### src/rtl/rt4_pkg.sv
package rt4_pkg;

    typedef enum logic [2:0] {
        OP_NONE,
        OP_ADD1,
        OP_ADD2,
        OP_SUB1,
        OP_SUB2
    } op_e;

    typedef enum logic [1:0] {
        ST_IDLE,
        ST_RUN,
        ST_FIN
    } st_e;

endpackage

### src/rtl/rt4_recoder.sv
module rt4_recoder
    import rt4_pkg::*;
(
    input  logic [1:0] pair,
    input  logic       after_sub,
    output op_e        op,
    output logic       next_sub
);

    always_comb begin
        unique case ({after_sub, pair})
            3'b000:  op = OP_NONE;
            3'b001:  op = OP_ADD1;
            3'b010:  op = OP_SUB2;
            3'b011:  op = OP_SUB1;
            3'b100:  op = OP_ADD1;
            3'b101:  op = OP_ADD2;
            3'b110:  op = OP_SUB1;
            default: op = OP_NONE;
        endcase
        // upper bit of the pair decides whether a borrow carries into the next step
        next_sub = pair[1];
    end

endmodule

### src/rtl/rt4_addend.sv
module rt4_addend
    import rt4_pkg::*;
#(
    parameter int W  = 36,
    parameter int AW = W + 3
) (
    input  logic [W-1:0]  mc,
    input  op_e           op,
    output logic [AW-1:0] addend
);

    logic [AW-1:0] one_x;
    logic [AW-1:0] two_x;

    always_comb begin
        one_x = {{(AW-W){mc[W-1]}}, mc};
        two_x = {one_x[AW-2:0], 1'b0};
        unique case (op)
            OP_ADD1: addend = one_x;
            OP_ADD2: addend = two_x;
            OP_SUB1: addend = '0 - one_x;
            OP_SUB2: addend = '0 - two_x;
            default: addend = '0;
        endcase
    end

endmodule

### src/rtl/rt4_result.sv
module rt4_result #(
    parameter int W  = 36,
    parameter int AW = W + 3,
    parameter int FS = 16
) (
    input  logic          dbl,
    input  logic          fast,
    input  logic          a_neg,
    input  logic          b_neg,
    input  logic [AW-1:0] hi,
    input  logic [W-1:0]  lo,
    output logic [2*W-1:0] product,
    output logic          ovf
);

    localparam int PW = 2 * W;

    logic [PW-1:0]  exact;
    logic [W-1:0]   word;
    logic [W:0]     upper;
    logic           fits;

    always_comb begin
        if (fast) begin
            exact = {{W{1'b0}}, hi[W-1-FS:0], lo[W-1:W-FS]};
        end else begin
            exact = {hi[W-1:0], lo};
        end

        upper = exact[PW-1:W-1];
        fits  = (&upper) | (~|upper);
        word  = exact[W-1:0];

        if (dbl) begin
            product = {exact[PW-2], exact[PW-2:0]};
            ovf     = a_neg & b_neg & exact[PW-2];
        end else begin
            ovf = ~fits;
            if (!fits) begin
                word[W-1] = a_neg ^ b_neg;
            end
            product = {{W{word[W-1]}}, word};
        end
    end

endmodule

### src/rtl/rt4_mul.sv
module rt4_mul
    import rt4_pkg::*;
#(
    parameter int W          = 36,
    parameter int FAST_STEPS = 8
) (
    input  logic           clk,
    input  logic           rst_n,
    input  logic           start,
    input  logic           dbl_mode,
    input  logic [W-1:0]   mcand,
    input  logic [W-1:0]   mier,
    output logic [2*W-1:0] product,
    output logic           done,
    output logic           mier_neg,
    output logic           ovf
);

    localparam int LONG_STEPS = W / 2;
    localparam int AW         = W + 3;
    localparam int CW         = $clog2(LONG_STEPS) + 2;
    localparam int FS         = 2 * FAST_STEPS;
    localparam int MQF        = FS + 1;
    localparam int MCF        = W - 1 - MQF;

    typedef struct packed {
        st_e             st;
        logic [CW-1:0]   cnt;
        logic [AW-1:0]   hi;
        logic [W-1:0]    lo;
        logic            sub;
        logic [W-1:0]    mc;
        logic            dbl;
        logic            fast;
        logic            a_neg;
        logic            b_neg;
        logic [2*W-1:0]  prod;
        logic            ovf;
        logic            neg;
        logic            done;
    } regs_t;

    regs_t q, d;

    op_e             step_op;
    op_e             corr_op;
    logic            step_next_sub;
    logic [AW-1:0]   step_add;
    logic [AW-1:0]   corr_add;
    logic [AW-1:0]   hi_sum;
    logic [AW-1:0]   hi_fin;
    logic [AW+W-1:0] shifted;
    logic [1:0]      corr_v;
    logic [2*W-1:0]  res_prod;
    logic            res_ovf;
    logic            fits_fast;

    rt4_recoder u_rec (
        .pair      (q.lo[1:0]),
        .after_sub (q.sub),
        .op        (step_op),
        .next_sub  (step_next_sub)
    );

    rt4_addend #(.W(W), .AW(AW)) u_step_add (
        .mc     (q.mc),
        .op     (step_op),
        .addend (step_add)
    );

    always_comb begin
        corr_v = {1'b0, q.lo[0]} + {1'b0, q.sub};
        unique case (corr_v)
            2'd1:    corr_op = OP_ADD1;
            2'd2:    corr_op = OP_ADD2;
            default: corr_op = OP_NONE;
        endcase
    end

    rt4_addend #(.W(W), .AW(AW)) u_corr_add (
        .mc     (q.mc),
        .op     (corr_op),
        .addend (corr_add)
    );

    assign hi_fin = q.fast ? (q.hi + corr_add) : q.hi;

    rt4_result #(.W(W), .AW(AW), .FS(FS)) u_res (
        .dbl     (q.dbl),
        .fast    (q.fast),
        .a_neg   (q.a_neg),
        .b_neg   (q.b_neg),
        .hi      (hi_fin),
        .lo      (q.lo),
        .product (res_prod),
        .ovf     (res_ovf)
    );

    always_comb begin
        d         = q;
        d.done    = 1'b0;
        hi_sum    = q.hi + step_add;
        shifted   = {{2{hi_sum[AW-1]}}, hi_sum, q.lo[W-1:2]};
        fits_fast = (mier[W-1:MQF] == '0) && (mcand[W-1:MCF] == '0);

        unique case (q.st)
            ST_IDLE: begin
                if (start) begin
                    d.st    = ST_RUN;
                    d.hi    = '0;
                    d.lo    = mier;
                    d.mc    = mcand;
                    d.sub   = 1'b0;
                    d.dbl   = dbl_mode;
                    d.fast  = !dbl_mode && fits_fast;
                    d.a_neg = mcand[W-1];
                    d.b_neg = mier[W-1];
                    if (!dbl_mode && fits_fast) begin
                        d.cnt = '0 - CW'(FAST_STEPS);
                    end else begin
                        d.cnt = '0 - CW'(LONG_STEPS);
                    end
                end
            end
            ST_RUN: begin
                d.hi  = shifted[AW+W-1:W];
                d.lo  = shifted[W-1:0];
                d.sub = step_next_sub;
                d.cnt = q.cnt + 1'b1;
                if (q.cnt == {CW{1'b1}}) begin
                    d.st = ST_FIN;
                end
            end
            default: begin
                d.prod = res_prod;
                d.ovf  = res_ovf;
                d.neg  = q.fast ? 1'b0 : q.sub;
                d.done = 1'b1;
                d.st   = ST_IDLE;
            end
        endcase
    end

    always_ff @(posedge clk or negedge rst_n) begin
        if (!rst_n) begin
            q    <= '0;
            q.st <= ST_IDLE;
        end else begin
            q <= d;
        end
    end

    assign product  = q.prod;
    assign done     = q.done;
    assign mier_neg = q.neg;
    assign ovf      = q.ovf;

    logic         busy_w;
    logic         run_w;
    logic         fin_w;
    logic         sub_w;
    logic         pair_hi_w;
    logic [W-1:0] mc_w;
    logic         dbl_w;
    logic         fast_w;
    logic         a_neg_w;
    logic         b_neg_w;

    assign busy_w    = (q.st != ST_IDLE);
    assign run_w     = (q.st == ST_RUN);
    assign fin_w     = (q.st == ST_FIN);
    assign sub_w     = q.sub;
    assign pair_hi_w = q.lo[1];
    assign mc_w      = q.mc;
    assign dbl_w     = q.dbl;
    assign fast_w    = q.fast;
    assign a_neg_w   = q.a_neg;
    assign b_neg_w   = q.b_neg;

endmodule

### config.mk
export PLATFORM = sky130hd
export DESIGN_NAME = rt4_mul
export DESIGN_NICKNAME = d
export VERILOG_FILES = /design/src/rtl/rt4_pkg.sv /design/src/rtl/rt4_recoder.sv /design/src/rtl/rt4_addend.sv /design/src/rtl/rt4_result.sv /design/src/rtl/rt4_mul.sv
export SDC_FILE = /design/constraint.sdc
export NUM_CORES = 1
export LEC_CHECK = 0
export ABC_AREA = 1
export BUFFER_PORTS_ARGS = -buffer_cell sky130_fd_sc_hd__buf_2
export CAP_MARGIN = 40
export CORE_MARGIN = 5
export CORE_UTILIZATION = 61
export DETAILED_ROUTE_END_ITERATION = 7
export PLACE_DENSITY = 0.93
export REMOVE_ABC_BUFFERS = 1
export SETUP_SLACK_MARGIN = 0.15
export SYNTH_ARGS = -nofsm -noshare
export SYNTH_HDL_FRONTEND = slang
export SYNTH_SLANG_ARGS = --single-unit
### constraint.sdc
create_clock -name clk -period 4.13 [get_ports clk]
set_input_delay 0.413 -clock clk [delete_from_list [all_inputs] [get_ports clk]]
set_output_delay 0.413 -clock clk [all_outputs]
set_load 0.005 [all_outputs]
### Word level (Yosys, flattened, before mapping)

Cells that the tools add are included.

| storage, ports and cells | value |
|---|---|
| bits in registers | 200 |
| bits in latches | 0 |
| bits in writable memories | 0 |
| bits in read-only memories | 0 |
| logic and storage cells | 77 |
| memories kept | 0 |

| operators by class | value |
|---|---|
| add/sub/neg operators | 6 |
| multipliers | 0 |
| divide/modulo/power cells | 0 |
| $lt $le $gt $ge | 0 |
| equality and inequality tests | 20 |
| shift-type cells | 0 |
| muxes and demuxes | 16 |
| bitwise gates (word level) | 5 |
| reduce and logical (&&, ||, !) cells | 16 |

Operators by type and width:

| cell | number |
|---|---|
| $pmux 83 s2 | 1 |
| $pmux 39 s4 | 1 |
| $mux 72 | 2 |
| $pmux 36 s4 | 1 |
| $mux 125 | 1 |
| $add 39x39->39 | 1 |
| $sub 1x37->38 const A | 1 |
| $reduce_and 37->1 | 1 |
| $reduce_or 37->1 | 1 |
| $sub 1x36->37 const A | 1 |
| $add 36x36->36 | 1 |
| $mux 36 | 1 |
| $logic_not 19->1 | 1 |
| $logic_not 18->1 | 1 |
| $eq 3x2->1 const B | 4 |
| $eq 3x3->1 const B | 4 |
| $pmux 3 s4 | 1 |
| $pmux 2 s2 | 2 |
| $add 7x1->7 const B | 1 |
| $eq 7x7->1 const B | 1 |
| $eq 2x1->1 const B | 3 |
| $eq 2x2->1 const B | 3 |
| $eq 3x1->1 const B | 2 |
| $reduce_and 2->1 | 3 |
| 16 further kinds | 24 |

### Depth between registers and ports, before layout

Gate-level depths: netlist (run 1).

| depth | value |
|---|---|
| word-level depth | 13 |
| gate-level depth with buffers | 31 |

### Hierarchy

A second synthesis (run 1) with hierarchy kept.

| unflattened totals | value |
|---|---|
| cell total of the unflattened synthesis | 3,402 |
| area total of the unflattened synthesis | 19,957.9 um^2 |

Modules (own cells, without submodules):

| module | times used | cells each | area each (um^2) | seq. area each (um^2) |
|---|---|---|---|---|
| rt4_mul | 1 | 2,235 | 14,457.6 | 4,929.7 |
| rt4_addend | 2 | 422 | 2,068.2 | 0.0 |
| rt4_result | 1 | 313 | 1,311.3 | 0.0 |
| rt4_recoder | 1 | 10 | 52.6 | 0.0 |

### Least setup slack after synthesis (run 1)

OpenSTA, ideal clock, no wires.

| path | value |
|---|---|
| kind | register -> register |
| start point | reg q (netlist bit sub_w) |
| end point | reg q[171] in the netlist's numbering |
| library setup time | 123 ps |
| arrival time | 3,424 ps |
| slack | 583 ps |
| cell stages (with the launch flop) | 21 |
| path through | dfrtp_1 > inv_1 > ha_1 > buf_2 > clkinv_1 > nor2_1 > inv_1 > clkbuf_1 > o22ai_1 > a21oi_1 > o21ai_0 > ha_1 > a21oi_1 > inv_1 > a31oi_1 > o21ai_0 > or2_2 > a21oi_1 > o21ai_0 > o21ai_0 > nand2_1 |

| on the way | value |
|---|---|
| word-level cells in the longest chain between the ends | 7 |
| elaborated cells on any way between the ends | 16 |
| classes of those cells | 1 x add/sub; 10 x eq/ne; 3 x mux; 2 x reduce/logical |

Ends and longest elaborated chain:

| what | RTL line | RTL |
|---|---|---|
| from (decl) | rt4_mul.sv:43 | `regs_t q, d;` |
| $eq 3x2->1, or another cell as far along | rt4_recoder.sv:11 | `unique case ({after_sub, pair})` |
| $reduce_or 2->1 (no source line) | -- |  |
| $pmux 3 s4 * | rt4_recoder.sv:11 |  |
| $eq 3x3->1, or another cell as far along | rt4_addend.sv:18 | `unique case (op)` |
| $pmux 39 s4 * | rt4_addend.sv:18 |  |
| $add 39x39->39 * | rt4_mul.sv:102 | `hi_sum = q.hi + step_add;` |
| $pmux 83 s2 * | rt4_mul.sv:106 | `unique case (q.st)` |

Mark *: on every way between the ends. The rest lies on a longest branch, timed or not.
A chain may end at the register's enable or synchronous reset.

### Final worst setup path (run 1)

| path | value |
|---|---|
| start point | reg q (netlist bit mc_w[1]) |
| end point | reg q (netlist bit product[52]) |

| on the way | value |
|---|---|
| word-level cells in the longest chain between the ends | 10 |
| elaborated cells on any way between the ends | 12 |
| classes of those cells | 3 x add/sub; 5 x mux; 1 x bitwise; 3 x reduce/logical |

Ends and longest elaborated chain:

| what | RTL line | RTL |
|---|---|---|
| $sub 1x37->38 or $sub 1x36->37 (tied branches) | rt4_addend.sv:22, rt4_addend.sv:21 |  |
| $pmux 36 s4 * | rt4_addend.sv:18 |  |
| $add 36x36->36 * | rt4_mul.sv:86 | `assign hi_fin = q.fast ? (q.hi + corr_add) : q.hi;` |
| $mux 36 * | rt4_mul.sv:86 |  |
| $mux 72 * | rt4_result.sv:24 | `if (fast) begin` |
| $reduce_or 37->1 | rt4_result.sv:31 | `fits = (&upper) \| (~\|upper);` |
| $logic_not 1->1 | rt4_result.sv:31 |  |
| $or 1x1->1 | rt4_result.sv:31 |  |
| $mux 1 | rt4_result.sv:39 | `if (!fits) begin` |
| $mux 72 * | rt4_result.sv:34 | `if (dbl) begin` |

Marks and branches as above.

==> impl_results.md, run 1 <==
* Outcome: complete, but fails checks
* Failing checks: hold timing
* Final Cycle Share at between 90 and 100%
* Share of layout cells above drive strength 1 at roughly a quarter
* Nature of the critical path endpoint: register
* Root Driver: clkbuf_16
* RePlAce Congestion at a little over 1
* Ys flop type: dfrtp_1
* DRC at 0
* Reg clk slew, reported paths at 90 ps
* Vias/cell at around 6
* Seq/Total Area, Yosys at between 30% and 40%
* CP required at 4510 ps
* Initial antenna violation count at 0
* Die Y at 168 µm
* Cell Area, Synth at 0.0152 mm²
* Synth cell count leaders: nand2_1, inv_1, o21ai_0
* Setup WS pre-CTS at between 30 and 40 ps
* # clock sinks at around 200
* Max Clk Rate at roughly 260 MHz
* CTS H-tree lvls at 4
* Nets at 2480
* Crit path top cell by count: nand2_2
* FP Rows at 57
* Post-synth top area share at 32.3%
* Max Root-Sink Buffers at 2
* Core area at approximately 0.024 mm²
* Seq cells post-synth at 196
* Reg2reg path depth at 32
* Wirelength per Cell at 20.7 µm
* Largest net degree at the start of global routing at between 90 and 100
* Total die area at ~0.028 mm²
* Max-Cap Viols at 0
* Post-DP HPWL at about 42 mm
* Slew Limit Fails at 0
* Critical path depth in cells at 32
* Leading post-synthesis cells by cell area: dfrtp_1, nand2_1, o21ai_0, inv_1, nor2_1
* # diodes at 0
* 1st-pass router iterations at 6
* Post-synthesis cell count at approximately 2100
* Critical path class: register to register
* Seq. cell area at around 0.0049 mm²
* Crit path buf inv count at 8
* CP max-delay cell: dfrtp_1
* Leading area contributor after synthesis: dfrtp_1
* Ports at 151
* Skew final at approximately 25 ps
* CTS Buf Count at 17
* Worst Slack Setup Final at about 240 ps
* Global-route wire length before repair at about 85 mm
* Reg2reg start: mc_w[1]
* CP startpoint: mc_w[1]
* Routed WL at around 55 mm
* Via Count at 16319
* Die Width at between 150 and 200 µm
* Final hold vios at 1
* Crit-path max cell delay at around 410 ps
* Async set-reset flop share out of synthesis at 100%
* Number of synthesized flops with an enable pin at 0
* Slew HR at between 30% and 40%
* CP startpoint kind: register
* Final min period at just under 4000 ps
* IO buf count at 150
* Top delay family on crit path: simple AND/OR/NAND/NOR gates
* Hold Crit Class: primary input to async pin
* Filler cell count in the final layout at ~1900
* CP max FO at 6
* GRT Total Usage at between 30% and 40%
* Worst-Margin Slew at around 950 ps
* Core Util, Final at about three quarters
* Reg2Reg Setup Slack at around 240 ps
* Vias in the first global route at between 15000 and 20000
* Setup tns final at 0 ps
* RSZ-0062 raised after global routing: true
* CTS tree: done
* Violation count after the first detailed-route iteration at around 2200
* Routed Antenna Nets at 0
* Worst-Skew Late Latency at ~470 ps
* Fin Hold WS at -3.05 ps
* Count leader, synth: nand2_1
* Worst Path Arrival at 4270 ps
* Yosys cell types at 54
* Warnings from Yosys at 0
* Mean post-synth cell area at 7.11 µm²
* Area Overhead vs Synth at 22.1%
* Grt total ovfl at 0
* # setup viols final at 0
* Starting Density at roughly 62%
* Multi-input combinational cell area at 0.00902 mm²
[sequential cells by signal (all words and copies together), names as in the netlist]
| name | cells |
|---|---|
| b_neg_w | 1 |
| sub_w | 1 |
| fast_w | 1 |
| q | 81 |
| ovf | 1 |
| dbl_w | 1 |
| mc_w | 36 |
| pair_hi_w | 1 |
| done | 1 |
| mier_neg | 1 |
| product | 71 |
[area by class of cell]
| cell class | instances | share of cell area [%] |
|---|---|---|
| Multi-Input combinational cell | 1485 | 48.7 |
| Sequential cell | 196 | 26.5 |
| Timing Repair Buffer | 343 | 13.1 |
| Inverter | 297 | 6.02 |
| Clock buffer | 17 | 2.30 |
| Tap cell | 324 | 2.19 |
| Clock inverter | 15 | 1.27 |
[stage by stage]
stage               cells  cell area (µm²)
global placement     2607            16700
global route         2677            18500
detailed placement   2609            16700
CTS                  2657            17600
finish               2677            18500
floorplan            1978            14200
[what timing repair did]
action	4_1_cts	5_1_grt
setup buffers	14	20
setup endpoints to repair	42	71
pin swaps	11	58
hold buffers	0	0
resized for setup	18	194
cloned	2	0
[cell families (layout without fill, tap and decap cells)]
family | count (synthesis) | count (layout) | share of synthesized area [%]
compound gates | 567 | 567 | 23.0
xor+xnor | 46 | 46 | 2.66
fa+ha+maj | 64 | 64 | 5.38
buf+inv | 452 | 672 | 13.5
flops | 196 | 196 | 32.3
simple gates | 808 | 808 | 23.2
[cells in the final DEF, fill, tap and decap left out, types with 32 or more instances in the layout]
cell type,n
xor2_1,33
nand4_1,38
nand3_1,53
nand2_1,387
ha_1,43
o22ai_1,38
buf_2,149
buf_4,171
o21ai_0,220
a21oi_1,125
inv_1,270
nor2_1,186
o21ai_1,32
dfrtp_1,192
[path summary, 6_finish.rpt]
check | to
max in group asynchronous | mc_w[31]
min reg2reg | product[21]
min | product[5]
max | product[52]
max reg2reg | product[52]
min in group clk | mc_w[7]
[metal layers]
layer  vias to the layer above  share of wire [%]  track usage, %
li1                       7443                  -               -
met1                      7628                 38            49.3
met2                      1032                 46            60.7
met3                       216                9.8            7.36
met4                         0                5.7            19.2
met5                         -                  0               0
Power of run 1 is left out: the tool's default activity adds up to more than one toggle a clock period on the data nets, which glitch-free logic cannot reach.
==> run 2: changes to the inputs <==
--- a/config.mk
+++ b/config.mk
@@ -11,7 +11,7 @@
 export CORE_MARGIN = 5
 export CORE_UTILIZATION = 61
 export DETAILED_ROUTE_END_ITERATION = 7
-export PLACE_DENSITY = 0.93
+export PLACE_DENSITY = 0.82
 export REMOVE_ABC_BUFFERS = 1
 export SETUP_SLACK_MARGIN = 0.15
 export SYNTH_ARGS = -nofsm -noshare
==> impl_results.md, run 2 (synthesis results as in run 1) <==
* Setup tns final at 0 ps
* IO buf count at 150
* Vias/cell at 6.07
* RePlAce Congestion at 1.06
* Die Y at about 170 µm
* Final Cycle Share at a little over nine tenths
* Worst-Margin Slew at 700 ps
* DRC at 0
* CP startpoint kind: register
* Post-DP HPWL at between 40 and 50 mm
* CP max-delay cell: o21ai_1
* CTS tree: done
* Most common cell after layout, fill and taps aside: nand2_1
* Initial antenna violation count at 0
* # diodes at 0
* Core area at 0.0244 mm²
* Wirelength per Cell at a little over 20 µm
* Nature of the critical path endpoint: register
* Grt total ovfl at 0
* Crit path buf inv count at 6
* Root Driver: clkbuf_16
* Top reg by flops: q
* Commonest non-fill, non-tap cells in the layout: nand2_1, inv_1, o21ai_0, dfrtp_1, nor2_1
* Hold Crit Class: primary input to register
* Area Overhead vs Synth at 20.9%
* Outcome: finished, final reports clean
* RSZ-0062 raised after global routing: true
* CP max FO at 6
* CTS H-tree lvls at 4
* Max Clk Rate at between 200 and 300 MHz
* GRT Total Usage at 36.7%
* Fin Hold WS at 159 ps
* Global-route wire length before repair at between 80 and 90 mm
* Critical path class: register to register
* Largest net degree at the start of global routing at just under 80
* Starting Density at between 60% and 70%
* Total die area at 0.0281 mm²
* Via Count at approximately 16000
* CP required at 4470 ps
* Violation count after the first detailed-route iteration at 2025
* Routed Antenna Nets at 0
* Ports at approximately 150
* Reg clk slew, reported paths at ~90 ps
* Routed WL at about 54 mm
* Slew Limit Fails at 0
* Max Root-Sink Buffers at 2
* Critical Path, Cell by Cell: inv_1 > ha_4 > buf_4 > nor2_2 > inv_1 > buf_4 > a21oi_1 > nor3_1 > buf_4 > fa_1 > o21ai_1 > a31oi_1 > o21ai_0 > buf_4 > nand3_1 > nand2_1 > nand2_1 > nand2_1 > o21ai_0
* Worst-Skew Late Latency at roughly 460 ps
* Share of layout cells above drive strength 1 at between 20% and 30%
* CTS Buf Count at 17
* Crit-path max cell delay at 490 ps
* # clock sinks at about 200
* Crit path top cell by count: buf_4
* Max reg flops at 81
* 1st-pass router iterations at 6
* Max-Cap Viols at 0
* Nets at around 2500
* FP Rows at 57
* Vias in the first global route at between 15000 and 20000
* Slew HR at between 50% and 60%
* Die Width at approximately 170 µm
* Top delay family on crit path: compound AO/OA/AOI/OAI gates
* # setup viols final at 0
* Core Util, Final at 75.2%
* Final hold vios at 0
* Final min period at 3940 ps
* Skew final at 17.4 ps
* Worst Path Arrival at 4280 ps
[run 2: what timing repair did]
item / in CTS / in global routing
hold endpoints to repair: 29 / 0
endpoints found under the setup margin: 53 / 70
gates resized for setup: 15 / 153
hold buffers: 1 / 0
pin swaps: 3 / 42
cloned: 2 / 0
setup buffers: 3 / 30
[run 2: worst paths after layout]
| check | start | to | slack (ps) | cells after the start |
|---|---|---|---|---|
| max in group asynchronous | rst_n | product[8] | 2510 | 4 |
| max | sub_w | q[182] | 190 | 19 |
| min | mcand[5] | mc_w[5] | 160 | 3 |
| min reg2reg | product[7] | product[7] | 490 | 2 |
| min in group asynchronous | rst_n | product[5] | 410 | 2 |
| max reg2reg | sub_w | q[182] | 190 | 19 |
[run 2: stage by stage]
step           worst slack (ps)  area (µm²)  instances
2_1_floorplan             -5500       14200       1978
3_3_place_gp               94.1       16600       2606
3_5_place_dp              -17.4       16700       2609
4_1_cts                     156       17500       2647
5_1_grt                   -48.3       18300       2677
6_report                    190       18300       2677
[run 2: layout make-up]
type	instances	area [µm²]
Sequential cell	196	4910
Timing Repair Buffer	343	2390
Multi-Input combinational cell	1485	8840
Clock buffer	17	425
Clock inverter	15	243
Inverter	297	1120
Fill cell	1906	6050
Tap cell	324	405
[run 2: metal layers]
metal | vias up | track usage [%] | wire, µm
met2 | 1020 | 59.0 | 25000
li1 | 7438 | - | -
met3 | 193 | 7.28 | 5630
met4 | 0 | 17.5 | 2930
met5 | - | 0 | 0
met1 | 7606 | 47.7 | 20500
[run 2: tightest hold or removal path: cells and delay by family]
| kind | cells | cell delay (ps) |
|---|---|---|
| compound gates | 1 | 50 |
| simple gates | 1 | 40 |
| buf+inv | 1 | 70 |
Power of run 2 is left out for the same reason.
